--- config.mk ---
export PLATFORM = sky130hd
export DESIGN_NAME = brk_ctrl_gate
export DESIGN_NICKNAME = d
export VERILOG_FILES = /design/src/rtl/brk_ctrl_gate.sv
export SDC_FILE = /design/constraint.sdc
export NUM_CORES = 1
export LEC_CHECK = 0
export ABC_CLOCK_PERIOD_IN_PS = 1500
export BUFFER_PORTS_ARGS = -buffer_cell sky130_fd_sc_hd__buf_2
export CAP_MARGIN = 20
export CELL_PAD_IN_SITES_DETAIL_PLACEMENT = 1
export CELL_PAD_IN_SITES_GLOBAL_PLACEMENT = 1
export CORE_ASPECT_RATIO = 0.6
export CORE_UTILIZATION = 27
export CTS_BUF_LIST = sky130_fd_sc_hd__clkbuf_8
export CTS_CLUSTER_SIZE = 10
export DETAILED_ROUTE_END_ITERATION = 12
export GPL_TIMING_DRIVEN = 0
export HOLD_SLACK_MARGIN = 0.12
export PLACE_DENSITY_LB_ADDON = 0.15
export SETUP_SLACK_MARGIN = 0.02
export SYNTH_ARGS = -nofsm -noshare
export SYNTH_HDL_FRONTEND = slang
export SYNTH_SLANG_ARGS = --single-unit
--- constraint.sdc ---
create_clock -name clk -period 1.5 [get_ports clk]
set_input_delay 0.075 -clock clk [delete_from_list [all_inputs] [get_ports clk]]
set_output_delay 0.075 -clock clk [all_outputs]
set_load 0.03 [all_outputs]
--- src/rtl/brk_ctrl_gate.sv ---
module brk_ctrl_gate #(
  parameter int NUM_BP = 16,
  parameter logic [5:0] TRAP_CLASS = 6'h18,
  parameter logic [1:0] ENC_OP0 = 2'd2,
  parameter logic [2:0] ENC_OP1 = 3'd0,
  parameter logic [3:0] ENC_CRN = 4'd0,
  parameter logic [2:0] ENC_OP2 = 3'd5
) (
  input  logic       clk,
  input  logic       rst_n,
  input  logic       req_valid,
  input  logic [1:0] req_el,
  input  logic       req_write,
  input  logic [1:0] req_op0,
  input  logic [2:0] req_op1,
  input  logic [3:0] req_crn,
  input  logic [3:0] req_crm,
  input  logic [2:0] req_op2,
  input  logic       fgt_read,
  input  logic       fgt_write,
  input  logic       fgt_en,
  input  logic       hyp_tde,
  input  logic       hyp_tda,
  input  logic       mon_tda,
  input  logic       ext_tda,
  input  logic       el2_on,
  input  logic       el2_64,
  input  logic       el3_have,
  input  logic       el3_64,
  input  logic       el1_64,
  input  logic       os_lock,
  input  logic       halt_ok,
  output logic       res_valid,
  output logic       res_foreign,
  output logic       res_undef,
  output logic       res_trap2,
  output logic       res_trap3,
  output logic       res_halt,
  output logic       res_access,
  output logic [5:0] res_class,
  output logic [3:0] res_index
);

  localparam logic [4:0] BP_LIMIT = 5'(NUM_BP);

  wire enc_hit  = (req_op0 == ENC_OP0) && (req_op1 == ENC_OP1) &&
                  (req_crn == ENC_CRN) && (req_op2 == ENC_OP2);
  wire idx_ok   = {1'b0, req_crm} < BP_LIMIT;
  wire el2_live = el2_on && el2_64;
  wire fg_bit   = req_write ? fgt_write : fgt_read;
  wire fg_hit   = el2_live && fg_bit && (!el3_have || fgt_en);
  wire hyp_hit  = el2_live && (hyp_tde || hyp_tda);
  wire mon_hit  = el3_have && el3_64 && mon_tda;
  wire halt_hit = el1_64 && !os_lock && halt_ok && ext_tda;

  // verdict order: foreign, undef, trap2, trap3, halt, access
  logic [5:0] verdict;

  always_comb begin
    verdict = 6'b0;
    if (!enc_hit)                   verdict[5] = 1'b1;
    else if (!idx_ok)               verdict[4] = 1'b1;
    else begin
      unique case (req_el)
        2'd0: verdict[4] = 1'b1;
        2'd1: begin
          if (fg_hit || hyp_hit)    verdict[3] = 1'b1;
          else if (mon_hit)         verdict[2] = 1'b1;
          else if (halt_hit)        verdict[1] = 1'b1;
          else                      verdict[0] = 1'b1;
        end
        2'd2: begin
          if (mon_hit)              verdict[2] = 1'b1;
          else if (halt_hit)        verdict[1] = 1'b1;
          else                      verdict[0] = 1'b1;
        end
        default: begin
          if (halt_hit)             verdict[1] = 1'b1;
          else                      verdict[0] = 1'b1;
        end
      endcase
    end
  end

  logic [5:0] verdict_q;

  always_ff @(posedge clk) begin
    if (!rst_n) begin
      res_valid <= 1'b0;
      verdict_q <= '0;
      res_class <= '0;
      res_index <= '0;
    end else begin
      res_valid <= req_valid;
      verdict_q <= req_valid ? verdict : 6'b0;
      res_class <= (req_valid && (verdict[3] || verdict[2])) ? TRAP_CLASS : 6'd0;
      res_index <= req_valid ? req_crm : 4'd0;
    end
  end

  assign {res_foreign, res_undef, res_trap2, res_trap3, res_halt, res_access} = verdict_q;

  a_r10_latency: assert property (@(posedge clk) disable iff (!rst_n)
    req_valid |=> (res_valid && $onehot({res_foreign, res_undef, res_trap2, res_trap3, res_halt, res_access})));

  a_r10_quiet: assert property (@(posedge clk) disable iff (!rst_n)
    !req_valid |=> (!res_valid && !res_foreign && !res_undef && !res_trap2 &&
                    !res_trap3 && !res_halt && !res_access));

  a_r1_foreign_alone: assert property (@(posedge clk) disable iff (!rst_n)
    (req_valid && (req_op0 != ENC_OP0)) |=> (res_foreign && res_class == 6'd0));

  a_r3_el0_undef: assert property (@(posedge clk) disable iff (!rst_n)
    (req_valid && enc_hit && req_el == 2'd0) |=> res_undef);

  a_r8_el3_no_trap: assert property (@(posedge clk) disable iff (!rst_n)
    (req_valid && enc_hit && idx_ok && req_el == 2'd3) |=> (res_halt || res_access));

  a_r9_class: assert property (@(posedge clk) disable iff (!rst_n)
    (res_trap2 || res_trap3) |-> res_class == TRAP_CLASS);

  a_r9_class_zero: assert property (@(posedge clk) disable iff (!rst_n)
    (res_valid && !res_trap2 && !res_trap3) |-> res_class == 6'd0);

endmodule

==> key figures <==
Status
  • Status: completed

Timing
  • RSZ-0062 raised after global routing: false
  • Crit path time final: around 1300 ps
  • Final worst slack: 163 ps
  • Final hold violation count: 0
  • Max Clk Rate: 748 MHz
  • Final setup violation count: 0
  • Final period util: 89.1%
  • Final Max Slew Viols: 0
  • Final hold slack: 142 ps
  • TNS Setup: 0 ps

Worst hold path
  • HP Class: primary input to register

Yosys
  • #FFs+latches synth: 12
  • Mapped Cells: 57
  • Post-synthesis instance area: 587 sq um
  • Seq/Total Area, Yosys: 40.9%
  • Avg Inst Size Synth: 10.3 sq um
  • Yosys cell types: 29
  • Yosys warns: 0
  • Area leader, netlist: dfxtp_1
  • Ranking of synthesized cells by area: dfxtp_1 41%, ha_1 8.5%, buf_4 6.4%, and3_1 4.3%, nor4b_2 2.6%
  • Share of the synthesized area in the top cell type: 40.9%

Clocking
  • Reg clk slew, reported paths: roughly 50 ps
  • Root Buffer: clkbuf_8
  • Post_cts resized: 0
  • H-tree depth: 1
  • Cts hold-fix bufs: 8
  • Clock sink count: 12
  • CTS Buf Count: 3
  • Clk buf depth: 2
  • Setup bufs post-CTS: 0
  • Clock tree from TritonCTS: built

Place
  • RD Place Congestion: 0.722
  • Dpl ws: 411 ps
  • I/O Buffers: 48
  • Post-DP HPWL: around 1300 um

Die
  • Top-level I/O count: 53
  • Die width: 62.2 um
  • Die Ht: 38.1 um
  • Initial core utilization: 30.1%
  • Die ar.: 2370 sq um
  • Row count: 12
  • Core area: 1950 sq um

Route
  • Drt pass-1 iters: 3
  • # DRC: 0
  • Via density: 4.39
  • Wire per inst: 10.8 um
  • ANT nets after route: 0
  • Number of vias in the routed layout: 650
  • Final wirelength: 1600 um
  • Iter 0 DRT Violations: 13

Global routing
  • Initial antenna violation count: 0
  • GR Overflow Total: 0
  • Global-route wire length before repair: approximately 2600 um
  • Pin count of the biggest net entering global routing: 8
  • Vias in the first global route: 649
  • Global Route Usage Sum: 14.8%

Worst setup path
  • Crit path max fanout: 1
  • Critical path origin: req_crm[0]
  • Crit path top cell by count: dlygate4sd3_1
  • Slowest CP cell: dlygate4sd3_1
  • Critical Path End: res_index[0]
  • WP data arrival: 1460 ps
  • Crit path required time: 1630 ps
  • Max stage delay on crit path: 550 ps
  • Ordered list of cells on the worst path: dlygate4sd3_1 > buf_2 > and3_1 > dlygate4sd3_1
  • Critical Path End Type: register
  • Setup CP Type: primary input to register
  • Crit path launch type: primary input

Pwr
  • Leakage: about 0.55 nW
  • Cell Pwr Density: 818 nW/um^2
  • Worst VDD drop: 0.000294 V

Run
  • Max cap viols: 0

Cells and area
  • Share of cells above drive strength 1: 55.8%
  • Antenna fix cells: 0
  • Layout area overhead: 71.9%
  • Final nets: 161
  • Finished Core Util: 51.7%
  • Most frequent cells in the layout: 48 x buf_2, 12 x dfxtp_1, 8 x dlygate4sd3_1
  • Most common cell after layout, fill and taps aside: buf_2
[final cells by class]
cell class	instances	area [sq um]
Multi-Input combinational cell	40	309
Inverter	3	11.3
Clock buffer	4	55.1
Buffer	5	37.5
Tap cell	28	35.0
Sequential cell	12	240
Fill cell	245	943
Timing Repair Buffer	56	320
[power by group]
part | internal [mW] | switching (mW)
registers | 0.326 | 0.00127
logic | 0.0747 | 0.0750
clock network | 0.232 | 0.116
[Yosys cell counts, drive strengths merged]
| cell | instances |
|---|---|
| a211oi | 1 |
| and4bb | 1 |
| nand4b | 1 |
| o21bai | 1 |
| inv | 3 |
| o21ai | 2 |
| nand3 | 2 |
| and2 | 1 |
| nand2 | 2 |
| o311a | 1 |
| nor4b | 1 |
| nand4 | 2 |
| nor2b | 1 |
| nor3 | 1 |
| ha | 4 |
| buf | 5 |
| o211ai | 1 |
| mux2i | 1 |
| dfxtp | 12 |
| nor2 | 3 |
| a21oi | 2 |
| and2b | 1 |
| and3 | 6 |
| conb | 1 |
| nor4 | 1 |
[worst min path at each step]
stage / start / to / slack (ps) / cells after the start
finish: el3_64 / verdict_q[2] / 140 / 3
detailed placement: req_crm[3] / res_index[3] / 320 / 2
CTS: el2_64 / verdict_q[3] / 140 / 3
floorplan: req_valid / res_index[0] / 220 / 1
global route: el3_64 / verdict_q[2] / 160 / 3
global placement: req_crm[1] / res_index[1] / 310 / 2
[per-stage QoR]
| stage | instances | power [mW] | instance area (sq um) |
|---|---|---|---|
| floorplan | 60 | 0.404 | 598 |
| global placement | 136 | 0.465 | 873 |
| detailed placement | 136 | 0.470 | 873 |
| CTS | 148 | 0.831 | 1010 |
| global route | 148 | 0.864 | 1010 |
| finish | 148 | 0.825 | 1010 |
[registers in the layout (all words and copies together), names as in the netlist]
| register | cells |
|---|---|
| res_class | 1 |
| res_index | 4 |
| res_valid | 1 |
| verdict_q | 6 |
[per-layer routing]
metal	wire length, um	up-vias	GRT usage, %
li1	-	321	-
met1	726	293	17.0
met2	736	34	26.6
met3	121	2	4.17
met4	14	0	6.98
met5	0	-	0
[logic make-up after synthesis]
family,synth area share [%]
flip-flops,40.9
other,0.639
multiplexers,1.71
buffers and inverters,8.32
AO/OA/AOI/OAI,10.4
adder cells (fa/ha/maj),8.53
AND/OR/NAND/NOR,29.4
[worst max-delay path, delay by kind of cell]
family	cells	cell delay [ps]
buffers and inverters	3	1210
AND/OR/NAND/NOR	1	170
No activity file was read; power rests on OpenSTA's default activity.
